<file path="src/rtl/cicdec_pkg.sv">
package cicdec_pkg;
  // Filter order and number of output words withheld after a restart.
  localparam int CIC_ORDER    = 3;
  localparam int SETTLE_WORDS = 3;
endpackage

</file>
<file path="src/rtl/cicdec_rate_ctl.sv">
module cicdec_rate_ctl
  import cicdec_pkg::*;
#(
  parameter int N_MAX = 6,
  parameter int NW    = 3
) (
  input  logic          clk,
  input  logic          rst,
  input  logic          sync_in,
  input  logic [NW-1:0] n_cfg,
  input  logic          in_valid,
  output logic          sync_edge,
  output logic [NW-1:0] n_act,
  output logic          tick,
  output logic          settled
);
  localparam int CW = N_MAX;
  localparam int SW = $clog2(SETTLE_WORDS + 1);

  logic          sync_r, sync_d;
  logic [CW-1:0] cnt;
  logic [CW-1:0] term;
  logic [SW-1:0] settle;
  logic [NW-1:0] n_lim;

  // Two flops: first takes the asynchronous request, second gives the edge.
  always_ff @(posedge clk) begin
    if (rst) begin
      sync_r <= 1'b0;
      sync_d <= 1'b0;
    end else begin
      sync_r <= sync_in;
      sync_d <= sync_r;
    end
  end
  assign sync_edge = sync_r & ~sync_d;

  assign n_lim = (n_cfg > NW'(N_MAX)) ? NW'(N_MAX) : n_cfg;

  // Terminal count is 2^n - 1: the low n bits set.
  always_comb begin
    for (int i = 0; i < CW; i++) term[i] = (i < int'(n_act));
  end

  assign tick    = in_valid & ~sync_edge & (cnt == term);
  assign settled = (settle == SW'(SETTLE_WORDS));

  always_ff @(posedge clk) begin
    if (rst) begin
      n_act  <= NW'(N_MAX);
      cnt    <= '0;
      settle <= '0;
    end else if (sync_edge) begin
      n_act  <= n_lim;
      cnt    <= '0;
      settle <= '0;
    end else if (in_valid) begin
      cnt <= tick ? '0 : cnt + 1'b1;
      if (tick && !settled) settle <= settle + 1'b1;
    end
  end
endmodule

</file>
<file path="src/rtl/cicdec_integ.sv">
module cicdec_integ
  import cicdec_pkg::*;
#(
  parameter int AW = 22
) (
  input  logic                 clk,
  input  logic                 rst,
  input  logic                 clr,
  input  logic                 en,
  input  logic signed [AW-1:0] x,
  output logic signed [AW-1:0] sum_now
);
  // stage_in[0] is the sample; stage_in[g+1] is the updated sum of stage g.
  logic signed [AW-1:0] acc_q    [CIC_ORDER];
  logic signed [AW-1:0] stage_in [CIC_ORDER+1];

  assign stage_in[0] = x;

  for (genvar g = 0; g < CIC_ORDER; g++) begin : g_stage
    assign stage_in[g+1] = acc_q[g] + stage_in[g];
    always_ff @(posedge clk) begin
      if (rst || clr)  acc_q[g] <= '0;
      else if (en)     acc_q[g] <= stage_in[g+1];
    end
  end

  assign sum_now = stage_in[CIC_ORDER];
endmodule

</file>
<file path="src/rtl/cicdec_comb.sv">
module cicdec_comb
  import cicdec_pkg::*;
#(
  parameter int AW = 22
) (
  input  logic                 clk,
  input  logic                 rst,
  input  logic                 clr,
  input  logic                 en,
  input  logic signed [AW-1:0] v,
  output logic signed [AW-1:0] y
);
  logic signed [AW-1:0] prev_q [CIC_ORDER];
  logic signed [AW-1:0] diff   [CIC_ORDER+1];

  assign diff[0] = v;

  for (genvar g = 0; g < CIC_ORDER; g++) begin : g_stage
    assign diff[g+1] = diff[g] - prev_q[g];
    always_ff @(posedge clk) begin
      if (rst || clr)  prev_q[g] <= '0;
      else if (en)     prev_q[g] <= diff[g];
    end
  end

  assign y = diff[CIC_ORDER];
endmodule

</file>
<file path="src/rtl/cicdec.sv">
module cicdec
  import cicdec_pkg::*;
#(
  parameter int IN_W  = 4,
  parameter int N_MAX = 6,
  parameter int NW    = 3,
  parameter int OUT_W = 24
) (
  input  logic             clk,
  input  logic             rst,
  input  logic             in_valid,
  input  logic [IN_W-1:0]  in_sample,
  input  logic [NW-1:0]    n_cfg,
  input  logic             sync_in,
  output logic             drdy,
  output logic             out_valid,
  output logic [OUT_W-1:0] out_data
);
  localparam int AW = IN_W + CIC_ORDER * N_MAX;

  logic                 sync_edge;
  logic [NW-1:0]        n_act;
  logic                 tick;
  logic                 settled;
  logic signed [AW-1:0] x_ext;
  logic signed [AW-1:0] integ_sum;
  logic signed [AW-1:0] comb_y;
  logic [OUT_W-1:0]     word;

  cicdec_rate_ctl #(.N_MAX(N_MAX), .NW(NW)) u_rate (
    .clk(clk), .rst(rst), .sync_in(sync_in), .n_cfg(n_cfg),
    .in_valid(in_valid), .sync_edge(sync_edge), .n_act(n_act),
    .tick(tick), .settled(settled)
  );

  assign x_ext = {{(AW-IN_W){in_sample[IN_W-1]}}, in_sample};

  cicdec_integ #(.AW(AW)) u_integ (
    .clk(clk), .rst(rst), .clr(sync_edge), .en(in_valid & ~sync_edge),
    .x(x_ext), .sum_now(integ_sum)
  );

  cicdec_comb #(.AW(AW)) u_comb (
    .clk(clk), .rst(rst), .clr(sync_edge), .en(tick),
    .v(integ_sum), .y(comb_y)
  );

  // Word width: widen by sign extension, or keep the top bits.
  if (OUT_W >= AW) begin : g_extend
    assign word = {{(OUT_W-AW){comb_y[AW-1]}}, comb_y};
  end else begin : g_trunc
    assign word = comb_y[AW-1 -: OUT_W];
  end

  always_ff @(posedge clk) begin
    if (rst) begin
      drdy      <= 1'b0;
      out_valid <= 1'b0;
      out_data  <= '0;
    end else begin
      drdy      <= tick;
      out_valid <= tick & settled;
      if (tick && settled) out_data <= word;
    end
  end
endmodule

</file>
<file path="config.mk">
export PLATFORM = sky130hd
export DESIGN_NAME = cicdec
export DESIGN_NICKNAME = d
export VERILOG_FILES = /design/src/rtl/cicdec_pkg.sv /design/src/rtl/cicdec_rate_ctl.sv /design/src/rtl/cicdec_integ.sv /design/src/rtl/cicdec_comb.sv /design/src/rtl/cicdec.sv
export SDC_FILE = /design/constraint.sdc
export NUM_CORES = 1
export LEC_CHECK = 0
export ABC_AREA = 1
export BUFFER_PORTS_ARGS = -buffer_cell sky130_fd_sc_hd__buf_2
export CAP_MARGIN = 20
export CORE_ASPECT_RATIO = 0.9
export CORE_MARGIN = 1
export CORE_UTILIZATION = 62
export CTS_CLUSTER_DIAMETER = 80
export DETAILED_ROUTE_END_ITERATION = 12
export GPL_TIMING_DRIVEN = 1
export PLACE_DENSITY = 0.79
export SLEW_MARGIN = 10
export SYNTH_ARGS = -nofsm -noshare
export SYNTH_HDL_FRONTEND = slang
export SYNTH_SLANG_ARGS = --single-unit
</file>
<file path="constraint.sdc">
create_clock -name clk -period 14.2 [get_ports clk]
set_clock_uncertainty 0.05 [all_clocks]
set_input_delay 0 -clock clk [delete_from_list [all_inputs] [get_ports clk]]
set_output_delay 0 -clock clk [all_outputs]
set_load 0.05 [all_outputs]
</file>
# Word-level counts from Yosys, hierarchy flattened
# Memories as Yosys holds them, arrays and structs flattened.
# Cells that the tools add are included.
# Widths: inputs -> output; s select.
word_totals:
  register_bits: 37
  ramBits: 132
  inputBits: 11
  word_cells: 61
  mem_count: 2
memory_table:
  columns: ["memory", "depth", "width", "read_ports", "rd_ports_with_merged_regs", "write_ports", "line_no", "source"]
  rows:
  - ["u_comb.prev_q", 3, 22, 3, 0, 3, "cicdec_comb.sv:13", "logic signed [AW-1:0] prev_q [CIC_ORDER];"]
  - ["u_integ.acc_q", 3, 22, 3, 0, 3, "cicdec_integ.sv:14", "logic signed [AW-1:0] acc_q [CIC_ORDER];"]
classes:
  n_addsub: 8
  order_cmp: 7
  eq_ne: 2
  n_mux: 16
  bitwise_logic: 12
  n_reduce_logical: 6
op_table:
  columns: ["operator", "n"]
  rows:
  - ["$mux 22", 6]
  - ["$sub 22x22->22", 3]
  - ["$add 22x22->22", 2]
  - ["$add 22x4->22", 1]
  - ["$mux 1", 8]
  - ["$add 6x1->6 const B", 1]
  - ["$eq 6x6->1", 1]
  - ["$lt 1x3->1 const A", 2]
  - ["$lt 2x3->1 const A", 2]
  - ["$lt 3x3->1 const A", 2]
  - ["$mux 6", 1]
  - ["$or 1x1->1", 6]
  - ["$and 1x1->1", 4]
  - ["$gt 3x3->1 const B", 1]
  - ["$mux 3", 1]
  - ["$add 2x1->2 const B", 1]
  - ["$eq 2x2->1 const B", 1]
  - ["$logic_and 1x1->1", 2]
  - ["$not 1->1", 2]
  - ["$reduce_and 2->1", 1]
  - ["$reduce_or 2->1", 1]
  - ["$logic_not 1->1", 1]
  - ["$logic_or 1x1->1", 1]

# Logic depth before layout (Yosys ltp)
# Gate-level depths: netlist (run 1).
logic_depth:
  word_depth: 9
  mapped_depth: 52
  mapped_depth_nobuf: 52

# By module
# From an unflattened synthesis (run 1), not the netlist that was laid out.
hier_totals:
  hier_cells: 1853
  hier_area_um2: 13923.4
by_module_without_submodules:
  columns: ["module", "n_inst", "cells_each", "area_per_inst_um2"]
  rows:
  - ["cicdec_comb", 1, 825, 6198.4]
  - ["cicdec_integ", 1, 782, 6062.1]
  - ["cicdec", 1, 149, 987.2]
  - ["cicdec_rate_ctl", 1, 97, 675.6]

# Worst setup path before layout (run 1)
# No wires, ideal clock.
synth_path:
  path_type: "reg-to-reg"
  from: "memory u_integ.acc_q[0][0]"
  to: "register out_data[21] (netlist name)"
  setup_ns: 0.109
  t_arrival_ns: 7.270
  path_slack_ns: 6.771
  stages_incl_launch_ff: 51
  n_path_buf: 0
  synth_period_minus_slack_ns: 7.429
  cell_sequence: "edfxtp_1 ha_1 fa_1 nand3_1 nand2_1 xor2_1 ha_1 inv_1 nor3_1 nand2_1 nand3_1 xor2_1 ha_1 inv_1 o21ai_1 a21oi_2 o21ai_2 a21boi_2 (+15 left out) ha_1 nand2_1 nor2_1 a211oi_1 nand3_1 nand2_1 inv_1 ha_1 nand2_1 nor4_1 nand3_1 nand3_1 xnor2_1 inv_1 nand2_1 nand3_1 nand2_1 inv_1"
synth_rtl:
  columns: ["item", "line_no"]
  rows:
  - ["start: declaration", "cicdec_integ.sv:14"]

==> results of run 1 <==
==> cells by family after synthesis <==
| family | count (synthesis) | synth area share, % |
|---|---|---|
| DFF | 169 | 35.5 |
| xor gates and xnor gates | 107 | 7.07 |
| buffers and inverters | 337 | 10.3 |
| and+or+nand+nor | 541 | 19.9 |
| adders and majority gates | 138 | 13.4 |
| AOI/OAI and AO/OA | 312 | 13.9 |
==> registers in the layout, indices dropped and copies added, names as in the netlist <==
name	count
drdy	1
out_data	22
out_valid	1
u_comb.prev_q	66
u_integ.acc_q	66
u_rate.cnt	6
u_rate.n_act	3
u_rate.settle	2
u_rate.sync_d	1
u_rate.sync_r	1
==> synth_stat cells, types with 4 or more instances <==
library cell,count
nand2_1,216
nor2_1,148
a21o_1,10
o21ai_1,20
o21ai_0,66
ha_1,132
nor3_1,15
nand3_1,56
edfxtp_1,132
buf_4,6
nor4_1,9
nand4_1,16
buf_12,4
o21bai_1,10
nand2_2,10
xor2_1,66
a21oi_1,140
dfxtp_1,37
nand3_2,7
a31oi_1,9
nor2_4,42
inv_1,312
o31ai_1,4
o21ai_2,10
clkbuf_1,10
a31o_2,4
xnor2_1,41
fa_1,6
nor2_2,7
a211oi_1,5
a21oi_2,6
o211ai_1,8
==> metal layers <==
layer / track usage, % / vias to the layer above / wire length, um
li1: - / 5400 / -
met4: 5.93 / 0 / 264
met1: 40.0 / 4926 / 14400
met2: 43.6 / 309 / 13100
met5: 0 / - / 0
met3: 4.89 / 24 / 1780
==> stage by stage <==
| stage | worst slack [ps] | area, um^2 |
|---|---|---|
| global placement | 5630 | 13600 |
| finish | 5030 | 14300 |
| global route | 4170 | 14300 |
| CTS | 5210 | 14300 |
| detailed placement | 5310 | 13600 |
| floorplan | 6770 | 13300 |
==> cell type report <==
cell class	instances	area share, %
inverters	314	8.26
flip-flops and latches	169	32.9
well taps	286	2.50
multi-input cells	1098	50.3
clock inverters	14	1.03
repair buffers	47	1.96
clock buffers	18	3.07
==> worst min path at each step <==
stage / start / to / slack [ps]
6_report: in_sample[0] / u_integ.acc_q[0][0] / 20
4_1_cts: in_sample[0] / u_integ.acc_q[0][0] / 10
5_1_grt: in_sample[0] / u_integ.acc_q[0][0] / 80
2_1_floorplan: rst / u_rate.sync_r / 20
3_3_place_gp: sync_in / u_rate.sync_r / 160
3_5_place_dp: sync_in / u_rate.sync_r / 170
==> worst reg2reg max path: cells and delay by family, from the launching register on <==
| family | cells | cell delay (ps) |
|---|---|---|
| AO/OA/AOI/OAI | 13 | 2500 |
| XOR/XNOR | 5 | 1340 |
| adder cells (fa/ha/maj) | 6 | 2210 |
| buffers and inverters | 6 | 400 |
| flip-flops | 1 | 370 |
| AND/OR/NAND/NOR | 16 | 2200 |
==> repair_timing <==
| action | in CTS | in global routing |
|---|---|---|
| gates resized for setup | 0 | 0 |
| hold buffers | 7 | 0 |
| hold endpoints to repair | 11 | 0 |
==> metrics, run 1 <==
Syn Inst Count=1,604; final global-route overflow total=0; Syn Area/Cell=8.27 um^2; sequential area share after synthesis=between 30% and 40%; Critical Path Sink=out_data[21]; worst-case clock buffer depth=2; post-route ant nets=0; CP endpoint kind=register; Final Setup Violations=0; status=finished clean; First-pass DRT Iterations=6; drt wl/cell=about 15 um; YS warnings=0; DIE AREA=roughly 22,000 um^2; area grow syn2layout=7.87%; area occupied by multi-input gates=between 7000 and 8000 um^2; clk root buf=clkbuf_16; Netlist Area Pre-Place=about 13,000 um^2; Slew HR=a little under a third; fmax=between 0.1 and 0.15 GHz; area leader, netlist=edfxtp_1; Final Max Tran Viols=0; Final min period=~9200 ps; ANT cells=0; final hold violation count=0; most common cell after layout, fill and taps aside=inv_1; Mapped Nets=between 1,500 and 2,000; layout cell share with drive strength beyond 1=10.5%; Crit path required time=~14,000 ps; Post-synth EDFFs=roughly 130; Buf/Inv on CP=6; Max Cap Violations=0; post-layout util=68.5%; placed cells=around 1,900; worst flop-to-flop path endpoint=out_data[21]; initial antenna violation count=1; site row count=50; ys async rst share=0%; Tot GR Track Use=27.8%; Finished Layout Cells=1,946; Reg2Reg Depth=between 40 and 50; Placer Congestion=0.932; commonest non-fill, non-tap cells in the layout=312 x inv_1, 213 x nand2_1, 148 x nor2_1; CP top delay family=compound AO/OA/AOI/OAI gates; DRC Markers=0; Sink Count=169; Core Footprint=20,900 um^2; critical path class=register to register; initial cell density of the core=a little under two thirds; cell mode on critical path=nand2_1; Startpoint Class=register; Initial DRC Count=~880; die extent in x=156 um; IO buf count=36; Post-DP HPWL=22,300 um; clock-pin slew on the worst setup and hold paths=80 ps; RSZ-0062 raised after global routing=false; Worst Hold Class=primary input to register; Max stage delay on crit path=between 400 and 500 ps; Layout fillers=approximately 1,800; CTS H-Tree Depth=4; worst slew pin tran=1030 ps; Register Area=about 4700 um^2; synth unique cells=a little under 60; I/O pin cnt=37; Die Y=about 140 um; vias in the first global route=10,345; Setup Buffers After CTS=0; CTS tree=built; critical path depth=46; crit share post-route=64.6%; FF+latch count, synth=between 150 and 200; WP data arrival=9450 ps; RR Startpoint=u_integ.acc_q[0][3]; CP max-delay cell=nor4_1; most used flip-flop cell after synthesis=edfxtp_1; Hold Path Depth=4; first-pass GRT wire length=just under 50,000 um; clk_lat worst skew=between 400 and 500 ps; Fin Hold WS=21.6 ps; routed via count=10,659; total negative slack=0 ps; reg2reg setup slack=approximately 5000 ps; crit path max fanout=6; total wire length=between 20,000 and 30,000 um; share of the synthesized area in the top cell type=around 30%; Critical Path Source=u_integ.acc_q[0][3]; Final #Nets=1,796; largest net degree at the start of global routing=69; CTS Buf Count=17; largest cells by area after synthesis=edfxtp_1 30%, ha_1 12%, inv_1 8.8%; vias per cell=5.48
Power of run 1 is not shown: default switching activity piles up to over one toggle a cycle in this logic, so the estimate is an artifact.
==> run 2: changes to the inputs <==
- ABC_AREA: 1 -> 0
- clock period: 14.2 -> 9.25 ns (I/O delays scaled with it)
==> run 2 against run 1 <==
Highest routed layer unchanged. Largest cell class unchanged. Clock-buffer cell count shrank 1. Via count is 1.8% lower. Register-to-register slack got worse by 5100 ps. Critical path type unchanged. Synthesized area fell by 6.1%. Cell area increased by 4.4%. The flow now finishes with violations (negative setup slack).
==> metrics, run 2 <==
most used flip-flop cell after synthesis=edfxtp_1; final hold violation count=0 (unchanged); Final Max Tran Viols=0 (unchanged); crit share post-route=101% (+36 points); initial antenna violation count=0 (-1); ys async rst share=0% (unchanged); Compound-Gate Fraction of Synth Area=17.6% (+3.8 points); setup ws final=-67.5 ps (-5100 ps); Initial DRC Count=704 (-20%); DIE AREA=20,700 um^2 (-6.0%); Core Footprint=19,400 um^2 (-7.2%); reg2reg setup slack=-70 ps (-5100 ps); Die Y=136 um (-3.0%); DRC Markers=0 (unchanged); Post-synth EDFFs=132 (unchanged); Post-Synth XOR/XNOR Area=7.98% (+0.91 points); YS warnings=0 (unchanged); CTS tree=built; share of the synthesized area in the top cell type=31.8% (+1.9 points); CP max-delay cell=or4b_4; Placer Congestion=0.886 (-4.9%); post-route cell area=14,900 um^2 (+4.4%); hold_sp=in_sample[1]; Critical Path Sink=out_data[21]; area leader, netlist=edfxtp_1; most common cell after layout, fill and taps aside=edfxtp_1; fmax=0.107 GHz (-1.6%); vias per cell=6.00 (+9.6%); CTS Buf Count=17 (unchanged); most frequent cells after synthesis=132 x edfxtp_1, 132 x ha_1, 125 x inv_1, 107 x a21oi_1, 104 x nor2_1; clk_lat worst skew=450 ps (about the same); Post-Synth Adder-Cell Area=14.2% (+0.86 points); Post-DP HPWL=20,200 um (-9.5%); total wire length=29,800 um (+1.2%); CP top delay family=compound AO/OA/AOI/OAI gates; critical path class=register to register; worst-case clock buffer depth=2 (unchanged); Critical Path Source=u_integ.acc_q[0][0]; Syn Inst Count=1,328 (-17%); Syn Area/Cell=9.38 um^2 (+13%); worst slew pin tran=974 ps (-56.4 ps); Final Setup Violations=1 (+1); Reg2Reg Depth=45 (-2.2%); site row count=48 (-4.0%); Final #Nets=1,631 (-9.2%); Max stage delay on crit path=570 ps (+90 ps); Final min period=9320 ps (+149 ps); CTS H-Tree Depth=4 (unchanged); Max Cap Violations=0 (unchanged); largest net degree at the start of global routing=67 (-2.9%); Worst Hold Class=primary input to register; commonest non-fill, non-tap cells in the layout=132 x edfxtp_1, 125 x inv_1, 122 x ha_1; I/O pin cnt=37 (unchanged); Fin Hold WS=96.1 ps (+74.4 ps); first-pass GRT wire length=47,000 um (-3.9%); largest cells by area after synthesis=edfxtp_1 32%, ha_1 13%, dfxtp_1 5.9%; ANT cells=0 (unchanged); Buf/Inv on CP=6 (unchanged); drt wl/cell=17.1 um (+13%); critical path depth=45 (-2.2%); synth unique cells=75 (+29%); Slew HR=35.0% (+3.8 points); Startpoint Class=register; clk root buf=clkbuf_16; Crit path required time=9520 ps (-4970 ps); IO buf count=36 (unchanged); RR Startpoint=u_integ.acc_q[0][0]; die extent in x=151 um (-3.0%); vias in the first global route=9,898 (-4.3%); post-route ant nets=0 (unchanged); Post-Synth Simple-Gate Area=17.1% (-2.8 points); status=finished, violations left; Mapped Nets=1,477 (-16%); mux contribution to synthesized area=0.502% (+0.50 points); CP endpoint kind=register; top sig layer=met4; Tot GR Track Use=29.0% (+1.2 points); area grow syn2layout=19.9%; largest family of logic cells by synthesized area=compound AO/OA/AOI/OAI gates; First-pass DRT Iterations=5 (-1); M1 WL=13,500 um (-6.4%); layout cell share with drive strength beyond 1=20.1% (+9.5 points); clock-pin slew on the worst setup and hold paths=80 ps (about the same); DR WL met2=14,200 um (+8.7%); Netlist Area Pre-Place=12,500 um^2 (-6.1%); routed via count=10,471 (-1.8%); Largest regs=u_comb.prev_q x66, u_integ.acc_q x66, out_data x22; length of routed met3 wiring=1860 um (+4.8%); FF+latch count, synth=169 (unchanged); WP data arrival=9580 ps (+130 ps); Post-DP Area=13,600 um^2 (-0.42%); RSZ-0062 raised after global routing=true; worst flop-to-flop path endpoint=out_data[21]; final global-route overflow total=0 (unchanged); Sink Count=169 (unchanged); crit path max fanout=4 (-2); sequential area share after synthesis=37.8% (+2.3 points); violated checks=negative setup slack; initial cell density of the core=64.2% (+0.75 points)
run 2: routing by layer:
layer	track usage [%]	vias up
met2	48.0	296
met4	6.17	0
li1	-	5085
met3	4.97	31
met1	39.7	5059
met5	0	-
run 2: cell families after synthesis:
kind of cell,after synthesis
xor gates and xnor gates,108
buffers and inverters,156
DFF,169
adders and majority gates,138
muxes,6
AOI/OAI and AO/OA,328
and+or+nand+nor,423
run 2: per-stage QoR:
stage / worst slack, ps / cells / util (%) / TNS, ps
2_1_floorplan: 128 / 1328 / - / 0
3_3_place_gp: -193 / 1684 / 70.1 / -193
3_5_place_dp: -396 / 1684 / 70.1 / -396
4_1_cts: 10.5 / 1736 / 74.8 / 0
5_1_grt: -542 / 1745 / 77.0 / -542
6_report: -67.5 / 1745 / 77.0 / -67.5
run 2: worst min path at each step:
stage / slack (ps) / endpoint / cells past startpoint
floorplan: 80 / u_rate.sync_r / 1
global placement: 160 / u_rate.sync_r / 2
detailed placement: 160 / u_rate.sync_r / 2
CTS: 110 / u_rate.cnt[1] / 3
global route: 150 / u_integ.acc_q[0][1] / 4
finish: 100 / u_integ.acc_q[0][1] / 4
run 2: cell type report:
type,instances,area (um^2)
Timing Repair Buffer,166,1180
Clock buffer,17,425
Clock inverter,15,196
Fill cell,1324,4470
Inverter,125,469
Tap cell,250,313
Multi-Input combinational cell,1003,7650
Sequential cell,169,4700
run 2: tightest hold or removal path, stage by stage:
cell,delay (ps)
buf_2,100
fa_2,210
inv_1,60
nor2_1,90
run 2: what timing repair did:
action	4_1_cts	5_1_grt
resized for setup	30	76
setup endpoints to repair	1	4
endpoints found under the hold margin	23	0
hold buffers	9	0
buffers inserted	11	9
pin swaps	23	46
Power of run 2 is left out for the same reason.
